==> config.mk <==
export PLATFORM = sky130hd
export DESIGN_NAME = pll_prog_seq
export DESIGN_NICKNAME = d
export VERILOG_FILES = /design/src/rtl/pllseq_pkg.sv /design/src/rtl/pllseq_rdiv.sv /design/src/rtl/pllseq_math.sv /design/src/rtl/pll_prog_seq.sv
export SDC_FILE = /design/constraint.sdc
export NUM_CORES = 1
export LEC_CHECK = 0
export BUFFER_PORTS_ARGS = -buffer_cell sky130_fd_sc_hd__buf_2
export CAP_MARGIN = 20
export CORE_MARGIN = 4
export CORE_UTILIZATION = 49
export CTS_CLUSTER_DIAMETER = 100
export DETAILED_ROUTE_END_ITERATION = 6
export GPL_TIMING_DRIVEN = 0
export PLACE_DENSITY = 0.68
export SETUP_SLACK_MARGIN = 0.2
export SLEW_MARGIN = 20
export SYNTH_ARGS = -nofsm -noshare
export SYNTH_HDL_FRONTEND = slang
export SYNTH_SLANG_ARGS = --single-unit
export TNS_END_PERCENT = 100
==> constraint.sdc <==
create_clock -name clk -period 10.22 [get_ports clk]
set_input_delay 0 -clock clk [delete_from_list [all_inputs] [get_ports clk]]
set_output_delay 0 -clock clk [all_outputs]
set_load 0.1 [all_outputs]
==> src/rtl/pllseq_pkg.sv <==
package pllseq_pkg;
  typedef enum logic [1:0] {ST_IDLE, ST_CALC, ST_SETUP, ST_WAIT} seq_state_t;

  typedef enum logic [3:0] {
    OP_RD_CTL, OP_SET_BYP, OP_POLL_BYP, OP_CLR_INIT, OP_M2N, OP_MDIV,
    OP_FRAC, OP_SPEED, OP_PST_ON, OP_PST_OFF, OP_DST_ON, OP_DST_OFF,
    OP_OUTEN, OP_RUN, OP_POLL_LOCK, OP_END
  } op_t;

  localparam logic [7:0]  OFF_CTRL    = 8'h04;
  localparam logic [7:0]  OFF_DIVSTB  = 8'h08;
  localparam logic [7:0]  OFF_POSTSTB = 8'h0C;
  localparam logic [7:0]  OFF_M2N     = 8'h10;
  localparam logic [7:0]  OFF_MDIV    = 8'h14;
  localparam logic [7:0]  OFF_FRAC    = 8'h18;
  localparam logic [7:0]  OFF_STAT    = 8'h24;

  localparam logic [31:0] CTL_BYPASS  = 32'h0080_0000;
  localparam logic [31:0] CTL_INIT    = 32'h0000_0001;
  localparam logic [31:0] CTL_LOOPMD  = 32'h0000_1C00;
  localparam logic [31:0] CTL_OUTEN   = 32'h201A_0000;
  localparam logic [31:0] STAT_BYP    = 32'h0000_0101;
  localparam logic [31:0] STAT_LOCK   = 32'h0000_0600;
  localparam logic [31:0] SPEED_LO    = 32'h0000_0801;
  localparam logic [31:0] SPEED_HI    = 32'h0000_1001;
  localparam logic [31:0] STROBE_OFF  = 32'hFFFF_FFFE;
endpackage

==> src/rtl/pllseq_rdiv.sv <==
module pllseq_rdiv #(
  parameter int W = 18
) (
  input  logic         clk,
  input  logic         rst,
  input  logic         go,
  input  logic [W-1:0] dividend,
  input  logic [W-1:0] divisor,
  output logic [W-1:0] quo,
  output logic         fin
);
  localparam int CW = $clog2(W + 1);

  logic [W:0]    rem;
  logic [W-1:0]  dvs_q;
  logic [CW-1:0] cnt;
  logic          run;
  logic [W:0]    shifted, diff;

  assign shifted = {rem[W-1:0], quo[W-1]};
  assign diff    = shifted - {1'b0, dvs_q};

  always_ff @(posedge clk) begin
    if (rst) begin
      run <= 1'b0;
      fin <= 1'b0;
      cnt <= '0;
      rem <= '0;
      quo <= '0;
      dvs_q <= '0;
    end else begin
      fin <= 1'b0;
      if (go) begin
        rem   <= '0;
        quo   <= dividend;
        dvs_q <= divisor;
        cnt   <= CW'(W);
        run   <= 1'b1;
      end else if (run) begin
        if (!diff[W]) begin
          rem <= diff;
          quo <= {quo[W-2:0], 1'b1};
        end else begin
          rem <= shifted;
          quo <= {quo[W-2:0], 1'b0};
        end
        cnt <= cnt - 1'b1;
        if (cnt == CW'(1)) begin
          run <= 1'b0;
          fin <= 1'b1;
        end
      end
    end
  end

  AST_DIV_FIN_PULSE: assert property (@(posedge clk) disable iff (rst)
    fin |=> !fin);
  AST_DIV_GO_WHEN_IDLE: assert property (@(posedge clk) disable iff (rst)
    go |-> !run);
endmodule

==> src/rtl/pllseq_math.sv <==
module pllseq_math #(
  parameter int NW = 8,
  parameter int MW = 12,
  parameter int DW = MW + 6
) (
  input  logic          clk,
  input  logic          rst,
  input  logic          go,
  input  logic [NW-1:0] n,
  input  logic [MW-1:0] m,
  output logic [DW-1:0] dco,
  output logic [7:0]    sigma,
  output logic [31:0]   speed,
  output logic          in_range,
  output logic          fin
);
  typedef enum logic [1:0] {P_IDLE, P_REF, P_MUL, P_SIG} phase_t;

  phase_t        phase;
  logic          div_go, div_fin;
  logic [DW-1:0] div_a, div_b, div_q;
  logic          in_lo, in_hi;

  assign div_go = go || (phase == P_MUL);
  assign div_a  = (phase == P_IDLE) ? DW'(20) : dco + DW'(225);
  assign div_b  = (phase == P_IDLE) ? DW'(n) + DW'(1) : DW'(250);

  pllseq_rdiv #(.W(DW)) u_div (
    .clk(clk), .rst(rst), .go(div_go), .dividend(div_a), .divisor(div_b),
    .quo(div_q), .fin(div_fin)
  );

  assign in_lo    = (dco >= DW'(500))  && (dco < DW'(1000));
  assign in_hi    = (dco >= DW'(1000)) && (dco < DW'(2000));
  assign in_range = in_lo || in_hi;
  assign speed    = in_hi ? pllseq_pkg::SPEED_HI : pllseq_pkg::SPEED_LO;

  always_ff @(posedge clk) begin
    if (rst) begin
      phase <= P_IDLE;
      dco   <= '0;
      sigma <= '0;
      fin   <= 1'b0;
    end else begin
      fin <= 1'b0;
      case (phase)
        P_IDLE: if (go) phase <= P_REF;
        P_REF: if (div_fin) begin
          dco   <= div_q * DW'(m);
          phase <= P_MUL;
        end
        P_MUL: phase <= P_SIG;
        P_SIG: if (div_fin) begin
          sigma <= div_q[7:0];
          fin   <= 1'b1;
          phase <= P_IDLE;
        end
        default: phase <= P_IDLE;
      endcase
    end
  end

  AST_SIGMA_SPAN: assert property (@(posedge clk) disable iff (rst)
    fin && in_range |-> (sigma >= 8'd2) && (sigma <= 8'd8));
endmodule

==> src/rtl/pll_prog_seq.sv <==
module pll_prog_seq #(
  parameter int AW  = 32,
  parameter int NW  = 8,
  parameter int MW  = 12,
  parameter int M2W = 8,
  parameter int TW  = 16
) (
  input  logic           clk,
  input  logic           rst,
  input  logic           start,
  input  logic [NW-1:0]  cfg_n,
  input  logic [MW-1:0]  cfg_m,
  input  logic [M2W-1:0] cfg_m2,
  input  logic [AW-1:0]  cfg_base,
  input  logic           cfg_frac,
  input  logic [TW-1:0]  cfg_limit,
  output logic           busy,
  output logic           done,
  output logic           err,
  output logic           bus_req,
  output logic           bus_we,
  output logic [AW-1:0]  bus_addr,
  output logic [31:0]    bus_wdata,
  input  logic [31:0]    bus_rdata,
  input  logic           bus_ready
);
  import pllseq_pkg::*;
  localparam int DW = MW + 6;

  seq_state_t     state;
  op_t            step;
  logic [NW-1:0]  n_q;
  logic [MW-1:0]  m_q;
  logic [M2W-1:0] m2_q;
  logic [AW-1:0]  base_q;
  logic           frac_q;
  logic [TW-1:0]  lim_q, poll_cnt;
  logic [31:0]    ctrl_sh;
  logic           math_go, math_fin, in_range;
  logic [DW-1:0]  dco;
  logic [7:0]     sigma;
  logic [31:0]    speed;

  logic           op_we, op_skip;
  logic [7:0]     op_off;
  logic [31:0]    op_data, op_mask;

  pllseq_math #(.NW(NW), .MW(MW), .DW(DW)) u_math (
    .clk(clk), .rst(rst), .go(math_go), .n(n_q), .m(m_q),
    .dco(dco), .sigma(sigma), .speed(speed), .in_range(in_range), .fin(math_fin)
  );

  always_comb begin
    op_we = 1'b1; op_skip = 1'b0; op_off = OFF_CTRL; op_data = '0; op_mask = '0;
    case (step)
      OP_RD_CTL:    op_we = 1'b0;
      OP_SET_BYP:   op_data = ctrl_sh | CTL_BYPASS;
      OP_POLL_BYP:  begin op_we = 1'b0; op_off = OFF_STAT; op_mask = STAT_BYP; end
      OP_CLR_INIT:  op_data = ctrl_sh & ~CTL_INIT;
      OP_M2N:       begin op_off = OFF_M2N; op_data = (32'(m2_q) << 16) | 32'(n_q); end
      OP_MDIV:      begin op_off = OFF_MDIV; op_data = 32'(m_q); end
      OP_FRAC:      begin op_off = OFF_FRAC; op_data = {sigma, 24'h0}; op_skip = !frac_q; end
      OP_SPEED:     begin op_data = (ctrl_sh & ~CTL_LOOPMD) | speed; op_skip = !frac_q; end
      OP_PST_ON:    begin op_off = OFF_POSTSTB; op_data = 32'h1; end
      OP_PST_OFF:   begin op_off = OFF_POSTSTB; op_data = STROBE_OFF; end
      OP_DST_ON:    begin op_off = OFF_DIVSTB; op_data = 32'h1; end
      OP_DST_OFF:   begin op_off = OFF_DIVSTB; op_data = STROBE_OFF; end
      OP_OUTEN:     begin op_data = ctrl_sh | CTL_OUTEN; op_skip = !frac_q; end
      OP_RUN:       op_data = (ctrl_sh & ~CTL_BYPASS) | CTL_INIT;
      OP_POLL_LOCK: begin op_we = 1'b0; op_off = OFF_STAT; op_mask = STAT_LOCK; end
      default:      op_skip = 1'b1;
    endcase
  end

  always_ff @(posedge clk) begin
    if (rst) begin
      state <= ST_IDLE; step <= OP_RD_CTL;
      busy <= 1'b0; done <= 1'b0; err <= 1'b0; math_go <= 1'b0;
      bus_req <= 1'b0; bus_we <= 1'b0; bus_addr <= '0; bus_wdata <= '0;
      n_q <= '0; m_q <= '0; m2_q <= '0; base_q <= '0; frac_q <= 1'b0;
      lim_q <= '0; poll_cnt <= '0; ctrl_sh <= '0;
    end else begin
      done <= 1'b0; err <= 1'b0; math_go <= 1'b0;
      case (state)
        ST_IDLE: if (start) begin
          n_q <= cfg_n; m_q <= cfg_m; m2_q <= cfg_m2; base_q <= cfg_base;
          frac_q <= cfg_frac; lim_q <= cfg_limit; poll_cnt <= '0;
          busy <= 1'b1; math_go <= 1'b1; state <= ST_CALC;
        end
        ST_CALC: if (math_fin) begin
          if (frac_q && !in_range) begin
            err <= 1'b1; busy <= 1'b0; state <= ST_IDLE;
          end else begin
            step <= OP_RD_CTL; state <= ST_SETUP;
          end
        end
        ST_SETUP: begin
          if (step == OP_END) begin
            done <= 1'b1; busy <= 1'b0; state <= ST_IDLE;
          end else if (op_skip) begin
            step <= op_t'(4'(step) + 4'd1);
          end else begin
            bus_req <= 1'b1; bus_we <= op_we;
            bus_addr <= base_q + AW'(op_off); bus_wdata <= op_data;
            state <= ST_WAIT;
          end
        end
        ST_WAIT: if (bus_ready) begin
          bus_req <= 1'b0;
          state   <= ST_SETUP;
          if (op_we) begin
            if (op_off == OFF_CTRL) ctrl_sh <= op_data;
            step <= op_t'(4'(step) + 4'd1);
          end else if (step == OP_RD_CTL) begin
            ctrl_sh <= bus_rdata;
            step <= op_t'(4'(step) + 4'd1);
          end else if ((bus_rdata & op_mask) == op_mask) begin
            poll_cnt <= '0;
            step <= op_t'(4'(step) + 4'd1);
          end else if (({1'b0, poll_cnt} + 1'b1) >= {1'b0, lim_q}) begin
            err <= 1'b1; busy <= 1'b0; state <= ST_IDLE;
          end else begin
            poll_cnt <= poll_cnt + 1'b1;
          end
        end
        default: state <= ST_IDLE;
      endcase
    end
  end

  AST_REQ_HELD: assert property (@(posedge clk) disable iff (rst)
    bus_req && !bus_ready |=> bus_req && $stable(bus_addr) && $stable(bus_wdata) && $stable(bus_we));
  AST_IDLE_QUIET: assert property (@(posedge clk) disable iff (rst)
    !busy |-> !bus_req);
  AST_DONE_PULSE: assert property (@(posedge clk) disable iff (rst)
    done |=> !done);
  AST_END_EXCL: assert property (@(posedge clk) disable iff (rst)
    !(done && err) && !((done || err) && busy));
  AST_FRAC_ONLY: assert property (@(posedge clk) disable iff (rst)
    bus_req && bus_we && (bus_addr == base_q + AW'(OFF_FRAC)) |-> frac_q);
endmodule

==> results.md, run 1 <==
* Cell family with the largest share of critical-path delay: adder cells
* Asr flop ratio synth at 0
* Via count of the first global-routing pass at between 15,000 and 20,000
* Total number of clock tree sinks at ~280
* Minimum clock period at around 6000 ps
* CP Capture Type: flop
* Residual DRC at 1
* Vertical extent of the die at ~200 um
* Bufs on Longest Clock Path at 3
* Cts-stage hold buffer count at about 110
* Pwr Density at around 150 nW/um2
* Maximum number of pins on one net before global-route repair at 17
* Largest stage delay on the critical path at 580 ps
* DR pass1 iterations at 7
* # IOs at roughly 180
* Clock root buffer: sky130_fd_sc_hd__clkbuf_16
* Number of rows in the core area at roughly 70
* Detailed-route vias per instance at 5.57
* Average footprint of a synthesized cell at 7.95 um2
* Slew margin rel. at 0.358
* IO buf count at between 150 and 200
* Unique masters post-synth at between 70 and 80
* Static Leak at between 8 and 9 nW
* Net count after synthesis at around 2,500
* Number of antenna violations at the first check in global routing at 2
* Sequential Area at ~5600 um2
* Number of flops mapped to enable cells by yosys at 0
* Layout cells sized above 1 at 0.101
* Critical path buffer and inverter count at 4
* TNS Setup at 0 ps
* Clock transition at the registers of the reported paths at ~70 ps
* Max-cap violations at 0
* Area of the core region at 35,700 um2
* Number of gates resized after cts at 0
* Synthesis warning total at 0
* CTS HTree Levels at 1
* FF+latch count, synth at roughly 280
* Starting density of the core at 0.498
* Post-CTS Setup Inserts at 0
* DR vias at 17,000
* DRT antenna net count at 0
* Post-synthesis sequential area ratio at 0.317
* Crit path launch type: flop
* Layout fillers at 3,284
* Netlist area before placement at roughly 18,000 um2
* Post-route clock period utilization at 0.591
* Outcome: finished with violations
* Wirelength per Cell at 18.4 um
* Floorplan die width at around 200 um
* Crit Path Class: reg -> reg
* Slew Limit Fails at 0
* Clock insertion delay at the later pin of the skew report at slightly below 600 ps
* Final weighted congestion in routability-driven placement at around 0.94
* Number of CTS-inserted buffers at 30
* Failing checks: DRC
* HPWL reported at the end of detailed placement at between 40 and 50 mm
* Synthesized instance count at ~2,200
* Grt ovf at 0
* Biggest fanout along the worst timing path at 10
* Die Area at about 39,000 um2
* Multi-input gate area in the final layout at between 10,000 and 15,000 um2
* Slowest cell on crit path: sky130_fd_sc_hd__fa_1
* Crit-path cells: clkbuf_1, nand2_1, fa_1, inv_1, fa_1, fa_1, fa_1, inv_1, fa_1, inv_1, ha_1, or2_2, a21oi_1, a21oi_1, a221oi_1, o21ai_0, nor4b_1, a311o_1
* Class of the worst hold path: in -> reg
* Highest Clock Rate at ~170 MHz
* Final-stage net count at about 2,900
* Min Hold Slack at 194 ps
* Data required time of the critical path at 10,660 ps
* Unrepaired setup endpoints after global routing: false
* GRT Overall Usage at 0.280
* Clock tree from TritonCTS: done
* First-pass GRT wire length at slightly below 90 mm
* Prevailing post-synth register cell: sky130_fd_sc_hd__dfxtp_1
* Clk_skew at 33.9 ps
* Detailed Route Iter0 Violations at between 1,000 and 1,500
* Layout Area Growth over Synthesis at 20.5%
* Actual transition at the worst max-transition pin at around 960 ps
* Worst endpoint data arrival time at around 6500 ps
* Final Hold Violating Endpoints at 0
* Setup-violating endpoint count in the final report at 0
* Final routed wirelength across all metal layers at ~56 mm
* Worst IR Drop VDD at approximately 120 uV
* Worst path most repeated cell: sky130_fd_sc_hd__fa_1
[logic make-up (layout without fill, tap and decap cells)]
kind of cell | count (synthesis) | after routing | share of synthesized area
buffers and inverters | 340 | 688 | 0.0746
xor gates and xnor gates | 110 | 110 | 0.0541
other | 0 | 3 | 0
muxes | 23 | 23 | 0.0129
adders and majority gates | 179 | 179 | 0.168
AOI/OAI and AO/OA | 501 | 501 | 0.173
and+or+nand+nor | 803 | 803 | 0.200
DFF | 282 | 282 | 0.317
[worst min-delay path, cell delays in order]
cell and delay (ps):
sky130_fd_sc_hd__dlygate4sd3_1 530, sky130_fd_sc_hd__buf_2 120, sky130_fd_sc_hd__nand2_1 40, sky130_fd_sc_hd__a21oi_1 50
[final cells by class]
type	count	share of cell area
well taps	461	0.0269
clock buffers	49	0.0444
inverters	198	0.0346
plain buffers	142	0.0273
clock inverters	5	0.00362
diodes	3	0.000350
multi-input cells	1616	0.505
repair buffers	294	0.0950
flip-flops and latches	282	0.263
[state kept, by name, indices dropped and copies added (netlist names), 9 cells and up]
register            count
lim_q                  16
ctrl_sh                32
m_q                    12
u_math.u_div.dvs_q      9
bus_addr               32
bus_wdata              32
poll_cnt               16
u_math.u_div.rem       18
u_math.u_div.quo       18
base_q                 32
u_math.dco             18
[metrics by stage]
step / area (um2) / power, W / setup slack (ps) / cells / util
floorplan: 17800 / 0.00188 / 5020 / 2238 / -
global placement: 19300 / 0.00209 / 4370 / 2880 / 0.540
detailed placement: 19300 / 0.00211 / 4280 / 2880 / 0.540
CTS: 21400 / 0.00326 / 4220 / 3047 / 0.600
global route: 21400 / 0.00342 / 3880 / 3049 / 0.600
finish: 21500 / 0.00325 / 4180 / 3050 / 0.600
[path summary, 6_finish.rpt]
check / startpoint / end / slack [ps] / cells past startpoint
worst min-delay path: cfg_limit[7] / lim_q[7]$_SDFFE_PP0P_ / 190 / 4
worst max-delay path: u_math.u_div.quo[3]$_SDFFE_PP0P_ / u_math.dco[16]$_SDFFE_PP0P_ / 4180 / 18
worst min register to register: busy$_SDFFE_PP0P_ / busy$_SDFFE_PP0P_ / 460 / 2
worst max register to register: u_math.u_div.quo[3]$_SDFFE_PP0P_ / u_math.dco[16]$_SDFFE_PP0P_ / 4180 / 18
[Yosys cell counts, types with 8 or more instances]
| cell | n | area (um2) |
|---|---|---|
| sky130_fd_sc_hd__dfxtp_1 | 282 | 5650 |
| sky130_fd_sc_hd__xnor2_1 | 65 | 569 |
| sky130_fd_sc_hd__nor2_1 | 209 | 785 |
| sky130_fd_sc_hd__nand3_1 | 38 | 190 |
| sky130_fd_sc_hd__a211oi_1 | 82 | 616 |
| sky130_fd_sc_hd__o22ai_1 | 10 | 62.6 |
| sky130_fd_sc_hd__mux2i_1 | 23 | 230 |
| sky130_fd_sc_hd__o21ai_0 | 77 | 385 |
| sky130_fd_sc_hd__fa_1 | 101 | 2020 |
| sky130_fd_sc_hd__and3_1 | 15 | 93.8 |
| sky130_fd_sc_hd__nor3_1 | 27 | 135 |
| sky130_fd_sc_hd__a32o_1 | 10 | 100 |
| sky130_fd_sc_hd__a221oi_1 | 24 | 210 |
| sky130_fd_sc_hd__xor2_1 | 45 | 394 |
| sky130_fd_sc_hd__or3_1 | 8 | 50.1 |
| sky130_fd_sc_hd__nand2_1 | 376 | 1410 |
| sky130_fd_sc_hd__and2_1 | 56 | 350 |
| sky130_fd_sc_hd__ha_1 | 78 | 976 |
| sky130_fd_sc_hd__a21oi_1 | 230 | 1150 |
| sky130_fd_sc_hd__clkbuf_1 | 125 | 469 |
| sky130_fd_sc_hd__o21a_1 | 12 | 90.1 |
| sky130_fd_sc_hd__inv_1 | 197 | 739 |
| sky130_fd_sc_hd__nand4_1 | 12 | 75.1 |
| sky130_fd_sc_hd__nor2b_1 | 10 | 62.6 |
[placed cells by master, fill, tap and decap left out, types with 12 or more instances in the layout]
cell	instances
sky130_fd_sc_hd__ha_1	78
sky130_fd_sc_hd__o21a_1	12
sky130_fd_sc_hd__mux2i_1	23
sky130_fd_sc_hd__clkbuf_1	131
sky130_fd_sc_hd__dlygate4sd3_1	113
sky130_fd_sc_hd__a21oi_1	230
sky130_fd_sc_hd__clkbuf_16	30
sky130_fd_sc_hd__a211oi_1	82
sky130_fd_sc_hd__xor2_1	45
sky130_fd_sc_hd__inv_1	197
sky130_fd_sc_hd__nand2_1	376
sky130_fd_sc_hd__dfxtp_1	282
sky130_fd_sc_hd__buf_2	186
sky130_fd_sc_hd__fa_1	101
sky130_fd_sc_hd__and2_1	56
sky130_fd_sc_hd__clkbuf_8	13
sky130_fd_sc_hd__xnor2_1	65
sky130_fd_sc_hd__o21ai_0	77
sky130_fd_sc_hd__nand4_1	12
sky130_fd_sc_hd__nor3_1	27
sky130_fd_sc_hd__a221oi_1	24
sky130_fd_sc_hd__nand3_1	38
sky130_fd_sc_hd__nor2_1	209
sky130_fd_sc_hd__and3_1	15
[power by group]
part / switching (W) / total [W] / internal [W]
clock: 0.000458 / 0.00112 / 0.000659
combinational: 0.000513 / 0.000894 / 0.000381
sequential: 0.0000782 / 0.00124 / 0.00116
total: 0.00105 / 0.00325 / 0.00220
[routing by layer]
| layer | global-route usage | vias to the layer above | routed length [um] |
|---|---|---|---|
| met5 | 0 | - | 0 |
| met4 | 0.0750 | 0 | 1600 |
| met3 | 0.0574 | 122 | 4300 |
| met2 | 0.465 | 611 | 26400 |
| met1 | 0.373 | 8137 | 23800 |
| li1 | - | 8105 | - |
Power figures use the tool's default switching activity.
==> run 2, diff against run 1 <==
==> constraint.sdc (replaced) <==
create_clock -name clk -period 5.95 [get_ports clk]
set_input_delay 0 -clock clk [delete_from_list [all_inputs] [get_ports clk]]
set_output_delay 0 -clock clk [all_outputs]
set_load 0.1 [all_outputs]
==> run 2 against run 1 <==
Against the previous run: the flow now finishes without violations; maximum frequency grew 9.1%; clock skew up 2.2 ps; worst hold slack worse by 2.5 ps; combinational power is 73% higher; critical path type unchanged; largest cell class unchanged; largest power group unchanged.
==> results.md, run 2 (synthesized netlist as in run 1, its figures left out) <==
* Crit Path Class: reg -> reg (unchanged)
* DRT antenna net count at 0 (unchanged)
* Slew margin rel. at 0.347 (was 0.358)
* Worst IR Drop VDD at 211 uV (was 122 uV)
* Bufs on Longest Clock Path at 3 (unchanged)
* Number of antenna violations at the first check in global routing at 2 (unchanged)
* Depth of the worst register-to-register path at 15 (was 18)
* Grt ovf at 0 (unchanged)
* DR pass1 iterations at 5 (was 7)
* Net switching power at 0.00181 W (was 0.00105 W)
* DR vias at 17,000 (about the same)
* Crit path from: m_q[11]$_SDFFE_PP0P_ (was u_math.u_div.quo[3]$_SDFFE_PP0P_)
* IO buf count at 181 (unchanged)
* CTS HTree Levels at 1 (unchanged)
* Detailed Route Iter0 Violations at 1,420 (was 1,405)
* Unrepaired setup endpoints after global routing: false (unchanged)
* Outcome: finished clean (was finished with violations)
* Detailed-route vias per instance at 5.56 (was 5.57)
* Net switching share of the total power at 0.323 (about the same)
* Pwr Density at 260 nW/um2 (was 152 nW/um2)
* Highest Clock Rate at 181 MHz (was 166 MHz)
* Final-stage net count at 2,856 (unchanged)
* Actual transition at the worst max-transition pin at 980 ps (was 963 ps)
* Maximum number of pins on one net before global-route repair at 17 (unchanged)
* Total number of clock tree sinks at 282 (unchanged)
* Vertical extent of the die at 199 um (unchanged)
* Count of placed standard cells including taps at 2,880 (unchanged)
* Starting density of the core at 0.498 (unchanged)
* Origin of the critical flop-to-flop path: m_q[11]$_SDFFE_PP0P_ (was u_math.u_div.quo[3]$_SDFFE_PP0P_)
* Die Area at 39,400 um2 (unchanged)
* Number of rows in the core area at 69 (unchanged)
* Terminating pin of the worst hold path: lim_q[7]$_SDFFE_PP0P_ (unchanged)
* # IOs at 182 (unchanged)
* Number of CTS-inserted buffers at 30 (unchanged)
* Most frequent cells in the layout: 376 x sky130_fd_sc_hd__nand2_1, 274 x sky130_fd_sc_hd__dfxtp_1, 230 x sky130_fd_sc_hd__a21oi_1, 209 x sky130_fd_sc_hd__nor2_1, 197 x sky130_fd_sc_hd__inv_1 (was 376 x sky130_fd_sc_hd__nand2_1, 282 x sky130_fd_sc_hd__dfxtp_1, 230 x sky130_fd_sc_hd__a21oi_1, 209 x sky130_fd_sc_hd__nor2_1, 197 x sky130_fd_sc_hd__inv_1)
* Critical path buffer and inverter count at 3 (was 4)
* Layout Area Growth over Synthesis at 20.9% (was 20.5%)
* Minimum clock period at 5540 ps (was 6040 ps)
* Data required time of the critical path at 6390 ps (was 10,660 ps)
* Worst endpoint data arrival time at 5980 ps (was 6480 ps)
* Share of total power in combinational logic at 0.276 (was 0.275)
* Clock root buffer: sky130_fd_sc_hd__clkbuf_16 (unchanged)
* Clock transition at the registers of the reported paths at 60 ps (was 70 ps)
* Reg2reg end: u_math.dco[16]$_SDFFE_PP0P_ (unchanged)
* Pwr Total at 0.00560 W (was 0.00325 W)
* Max-cap violations at 0 (unchanged)
* Proportion of power drawn by the clock network at 0.343 (was 0.344)
* Clock insertion delay at the later pin of the skew report at 590 ps (about the same)
* GRT Overall Usage at 0.279 (was 0.280)
* Residual DRC at 0 (was 1)
* Class of the worst hold path: in -> reg (unchanged)
* TNS Setup at 0 ps (unchanged)
* Setup-violating endpoint count in the final report at 0 (unchanged)
* Floorplan die width at 199 um (unchanged)
* Post-route clock period utilization at 0.931 (was 0.591)
* Slowest cell on crit path: sky130_fd_sc_hd__dfxtp_1 (was sky130_fd_sc_hd__fa_1)
* Worst Setup Slack post-DPL at 13.2 ps (was 4280 ps)
* Worst hold start: cfg_limit[7] (unchanged)
* Largest stage delay on the critical path at 720 ps (was 580 ps)
* Layout Cells excl Fill at 3,050 (unchanged)
* Area of the core region at 35,700 um2 (unchanged)
* Biggest fanout along the worst timing path at 9 (was 10)
* Cell family with the largest share of critical-path delay: adder cells (unchanged)
* CP Capture Type: flop (unchanged)
* HPWL reported at the end of detailed placement at 43.0 mm (unchanged)
* Sequential power share at 0.381 (was 0.382)
* Slew Limit Fails at 0 (unchanged)
* Final weighted congestion in routability-driven placement at 0.945 (unchanged)
* R2R setup slack at 410 ps (was 4180 ps)
* Internal at 0.00379 W (was 0.00220 W)
* Via count of the first global-routing pass at 16,900 (about the same)
* Layout fillers at 3,276 (was 3,284)
* Crit path launch type: flop (unchanged)
* Clock tree from TritonCTS: done (unchanged)
* Number of cells on the worst hold path at 4 (unchanged)
* First-pass GRT wire length at 89.0 mm (about the same)
* Final routed wirelength across all metal layers at 56.1 mm (about the same)
* Worst path most repeated cell: sky130_fd_sc_hd__fa_1 (unchanged)
* Least setup slack across all paths after layout at 413 ps (was 4180 ps)
* Static Leak at 9.02 nW (was 8.94 nW)
* Final Hold Violating Endpoints at 0 (unchanged)
* Clk_skew at 36.1 ps (was 33.9 ps)
* Crit-path cells: and2_1, fa_1, fa_1, fa_1, fa_1, inv_1, fa_1, inv_1, ha_1, a21oi_1, inv_1, a221oi_2, o21ai_0, nor4b_1, a311o_1 (was clkbuf_1, nand2_1, fa_1, inv_1, fa_1, fa_1, fa_1, inv_1, fa_1, inv_1, ha_1, or2_2, a21oi_1, a21oi_1, a221oi_1, o21ai_0, nor4b_1, a311o_1)
* Post-CTS Setup Inserts at 0 (unchanged)
* Leading cell type in the layout, fill and taps excluded: sky130_fd_sc_hd__nand2_1 (unchanged)
* Layout cells sized above 1 at 0.112 (was 0.101)
* Wirelength per Cell at 18.4 um (about the same)
[run 2: changes by cell type in the layout (fill, tap and decap cells not counted), sizes merged]
cell | before | now
clkbuf | 174 | 172
buf | 197 | 199
[run 2: repair_timing]
action / 4_1_cts / 5_1_grt
resized for setup: 14 / 48
pin swaps: 0 / 1
cloned: 0 / 0
endpoints found under the hold margin: 120 / 0
endpoints found under the setup margin: 2 / 3
hold buffers: 113 / 0
[run 2: worst max-delay path by stage]
| stage | slack (ps) | depth (start not counted) | to |
|---|---|---|---|
| detailed placement | 10 | 18 | u_math.dco[16]$_SDFFE_PP0P_ |
| floorplan | 750 | 18 | u_math.dco[16]$_SDFFE_PP0P_ |
| finish | 410 | 15 | u_math.dco[16]$_SDFFE_PP0P_ |
| global placement | 100 | 18 | u_math.dco[16]$_SDFFE_PP0P_ |
| global route | 200 | 18 | u_math.dco[16]$_SDFFE_PP0P_ |
| CTS | 200 | 17 | u_math.dco[16]$_SDFFE_PP0P_ |
[run 2: metrics by stage]
stage          cell area (um2)  hold slack (ps)  utilization
6_report                 21500              192        0.602
5_1_grt                  21500              202        0.602
4_1_cts                  21500              175        0.601
3_5_place_dp             19300              246        0.540
3_3_place_gp             19300              241        0.540
2_1_floorplan            17800              136            -
[run 2: routing by layer]
metal  wire (um)  global-route usage
met2       26400               0.463
met5           0                   0
met3        4100              0.0574
met1       24000               0.373
met4        1580              0.0778
[run 2: worst reg2reg max path: cells and delay by family (launching register included)]
family | cells | cell delay (ps)
AOI/OAI and AO/OA | 4 | 1090
buffers and inverters | 3 | 190
and+or+nand+nor | 2 | 440
adders and majority gates | 6 | 2970
DFF | 1 | 720
[run 2: power groups by stage]
stage                     combinational (W)  clock (W)  sequential, W
after global placement              0.00142          0        0.00216
after global routing                0.00171    0.00202        0.00215
after CTS                           0.00153    0.00194        0.00213
final                               0.00155    0.00192        0.00213
after floorplan                     0.00111          0        0.00212
after detailed placement            0.00146          0        0.00217
[run 2: layout make-up]
class                      count  area (um2)  area share
clock buffer                  49         952      0.0442
sequential                   282        5660       0.263
inverter                     198         743      0.0345
antenna                        3        7.51    0.000349
tap                          461         577      0.0268
multi-input combinational   1616       10800       0.503
timing repair buffer         294        2040      0.0946
clock inverter                 5        77.6     0.00360
buffer                       142         634      0.0295
==> run 3, diff against run 2 <==
==> constraint.sdc (replaced) <==
create_clock -name clk -period 6 [get_ports clk]
set_input_delay 0 -clock clk [delete_from_list [all_inputs] [get_ports clk]]
set_output_delay 0 -clock clk [all_outputs]
set_load 0.1 [all_outputs]
==> run 3 against run 2 <==
Against the previous run: the flow now finishes with violations (DRC); combinational power is essentially flat; highest routed layer unchanged; sequential cell count unchanged; sequential power is essentially flat; count of clock-buffer cells in the layout stayed put; setup slack improved by 4.3 ps; die area unchanged; clock power about the same; final cell count about the same; register-to-register slack is essentially flat; non-clock buffer count unchanged; design area is 0.12% lower.
==> results.md, run 3 (synthesized netlist as in run 1, its figures left out) <==
* Bufs on Longest Clock Path at 3 (unchanged)
* DR vias at 17,000 (about the same)
* Clock insertion delay at the later pin of the skew report at 590 ps (about the same)
* R2R setup slack at 420 ps (was 410 ps)
* Layout cells sized above 1 at 0.111 (was 0.112)
* CP Capture Type: flop (unchanged)
* Number of cells on the worst hold path at 4 (unchanged)
* Count of placed standard cells including taps at 2,880 (unchanged)
* Met1 layer usage reported by global route at 0.373 (about the same)
* Failing checks: DRC
* Final weighted congestion in routability-driven placement at 0.945 (unchanged)
* Placed cell areas at 19,300 um2 (unchanged)
* Actual transition at the worst max-transition pin at 978 ps (was 980 ps)
* Final design area excluding fillers at 21,500 um2 (about the same)
* Clock transition at the registers of the reported paths at 60 ps (about the same)
* Final Hold Violating Endpoints at 0 (unchanged)
* Post-route clock period utilization at 0.930 (was 0.931)
* Minimum clock period at 5580 ps (was 5540 ps)
* Number of rows in the core area at 69 (unchanged)
* CTS HTree Levels at 1 (unchanged)
* Crit path from: m_q[10]$_SDFFE_PP0P_ (was m_q[11]$_SDFFE_PP0P_)
* IO buf count at 181 (unchanged)
* Pwr Total at 0.00555 W (was 0.00560 W)
* Slew margin rel. at 0.343 (was 0.347)
* Floorplan die width at 199 um (unchanged)
* Grt ovf at 0 (unchanged)
* Final-stage net count at 2,856 (unchanged)
* Grt met2 use at 0.463 (about the same)
* Clk_skew at 36.3 ps (was 36.1 ps)
* Terminating pin of the worst hold path: lim_q[7]$_SDFFE_PP0P_ (unchanged)
* Most frequent cells in the layout: 376 x sky130_fd_sc_hd__nand2_1, 276 x sky130_fd_sc_hd__dfxtp_1, 230 x sky130_fd_sc_hd__a21oi_1, 209 x sky130_fd_sc_hd__nor2_1, 197 x sky130_fd_sc_hd__inv_1 (was 376 x sky130_fd_sc_hd__nand2_1, 274 x sky130_fd_sc_hd__dfxtp_1, 230 x sky130_fd_sc_hd__a21oi_1, 209 x sky130_fd_sc_hd__nor2_1, 197 x sky130_fd_sc_hd__inv_1)
* Residual DRC at 4 (was 0)
* Clock tree from TritonCTS: done (unchanged)
* Highest Clock Rate at 179 MHz (was 181 MHz)
* Crit Path Class: reg -> reg (unchanged)
* Layout Cells excl Fill at 3,049 (was 3,050)
* Maximum number of pins on one net before global-route repair at 17 (unchanged)
* Data required time of the critical path at 6440 ps (was 6390 ps)
* Clock root buffer: sky130_fd_sc_hd__clkbuf_16 (unchanged)
* Static Leak at 9.01 nW (was 9.02 nW)
* Number of antenna violations at the first check in global routing at 2 (unchanged)
* Layer with the highest usage: met2 (unchanged)
* HPWL reported at the end of detailed placement at 43.0 mm (unchanged)
* Worst hold start: cfg_limit[7] (unchanged)
* Unrepaired setup endpoints after global routing: false (unchanged)
* Area of the core region at 35,700 um2 (unchanged)
* Detailed Route Iter0 Violations at 1,392 (was 1,420)
* Number of CTS-inserted buffers at 30 (unchanged)
* Via count of the first global-routing pass at 16,900 (about the same)
* Global Route met3 Usage at 0.0576 (was 0.0574)
* Origin of the critical flop-to-flop path: m_q[10]$_SDFFE_PP0P_ (was m_q[11]$_SDFFE_PP0P_)
* Leading cell type in the layout, fill and taps excluded: sky130_fd_sc_hd__nand2_1 (unchanged)
* Detailed-route vias per instance at 5.56 (about the same)
* Die Area at 39,400 um2 (unchanged)
* Vertical extent of the die at 199 um (unchanged)
* Worst endpoint data arrival time at 6030 ps (was 5980 ps)
* # IOs at 182 (unchanged)
* GRT Overall Usage at 0.279 (unchanged)
* Post-CTS Setup Inserts at 0 (unchanged)
* Reg2reg end: u_math.dco[16]$_SDFFE_PP0P_ (unchanged)
* Starting density of the core at 0.498 (unchanged)
* Worst IR Drop VDD at 208 uV (was 211 uV)
* Biggest fanout along the worst timing path at 10 (was 9)
* Layout Area Growth over Synthesis at 20.8% (was 20.9%)
* Min Hold Slack at 194 ps (was 192 ps)
* Final routed wirelength across all metal layers at 56.0 mm (was 56.1 mm)
* First-pass GRT wire length at 89.0 mm (about the same)
* Outcome: finished with violations (was finished clean)
* TNS Setup at 0 ps (unchanged)
* Pwr Density at 258 nW/um2 (was 260 nW/um2)
* Max-cap violations at 0 (unchanged)
* Depth of the worst register-to-register path at 16 (was 15)
* Slew Limit Fails at 0 (unchanged)
* Total number of clock tree sinks at 282 (unchanged)
* Class of the worst hold path: in -> reg (unchanged)
* Crit path launch type: flop (unchanged)
* DR pass1 iterations at 7 (was 5)
* Wirelength per Cell at 18.4 um (about the same)
* DRT antenna net count at 0 (unchanged)
* Setup-violating endpoint count in the final report at 0 (unchanged)
## run 3: metal layers
metal | part of all wire | wire length [um] | up-vias
met4 | 0.030 | 1670 | 0
met5 | 0 | 0 | -
met1 | 0.43 | 23900 | 8116
li1 | - | - | 8094
met3 | 0.073 | 4100 | 124
met2 | 0.47 | 26300 | 622
## run 3: what timing repair did
action / CTS / global route
hold buffers: 113 / 0
endpoints found under the setup margin: 2 / 3
hold endpoints to repair: 120 / 0
gates resized for setup: 11 / 37
## run 3: worst max path at each step
stage                                              to  slack [ps]  cells after the start
final                     u_math.dco[16]$_SDFFE_PP0P_         420                     16
after global routing      u_math.dco[16]$_SDFFE_PP0P_         200                     18
after CTS                 u_math.dco[16]$_SDFFE_PP0P_         200                     17
after detailed placement  u_math.dco[16]$_SDFFE_PP0P_          60                     18
after global placement    u_math.dco[16]$_SDFFE_PP0P_         150                     18
after floorplan           u_math.dco[16]$_SDFFE_PP0P_         800                     18
## run 3: through the flow
step / setup slack, ps / utilization
6_report: 417 / 0.601
5_1_grt: 196 / 0.601
3_5_place_dp: 63.2 / 0.540
2_1_floorplan: 795 / -
3_3_place_gp: 152 / 0.540
4_1_cts: 201 / 0.600
## run 3: final cells by class
| type | count | area (um2) |
|---|---|---|
| antenna | 2 | 5.00 |
| buffer | 142 | 619 |
| clock buffer | 49 | 952 |
| clock inverter | 5 | 77.6 |
| fill | 3279 | 14200 |
| inverter | 198 | 743 |
| multi-input combinational | 1616 | 10800 |
| sequential | 282 | 5650 |
| tap | 461 | 577 |
| timing repair buffer | 294 | 2040 |
## run 3: worst max-delay path: stages, from the launching register on
cell                       delay [ps]
sky130_fd_sc_hd__dfxtp_1          300
sky130_fd_sc_hd__clkbuf_1         450
sky130_fd_sc_hd__and2_1           240
sky130_fd_sc_hd__fa_1             460
sky130_fd_sc_hd__fa_1             550
sky130_fd_sc_hd__fa_1             540
sky130_fd_sc_hd__fa_1             560
sky130_fd_sc_hd__inv_1             60
sky130_fd_sc_hd__fa_1             540
sky130_fd_sc_hd__inv_1             50
sky130_fd_sc_hd__ha_1             340
sky130_fd_sc_hd__a21oi_1          230
sky130_fd_sc_hd__inv_1             80
sky130_fd_sc_hd__a221oi_2         340
sky130_fd_sc_hd__o21ai_0          200
sky130_fd_sc_hd__nor4b_1          180
sky130_fd_sc_hd__a311o_1          340
## run 3: report_power, final
group / leakage [nW] / internal, W / switching, W
Sequential: 2.29 / 0.00198 / 0.000133
Combinational: 6.21 / 0.000655 / 0.000874
Clock: 0.504 / 0.00112 / 0.000786
Total: 9.01 / 0.00376 / 0.00179
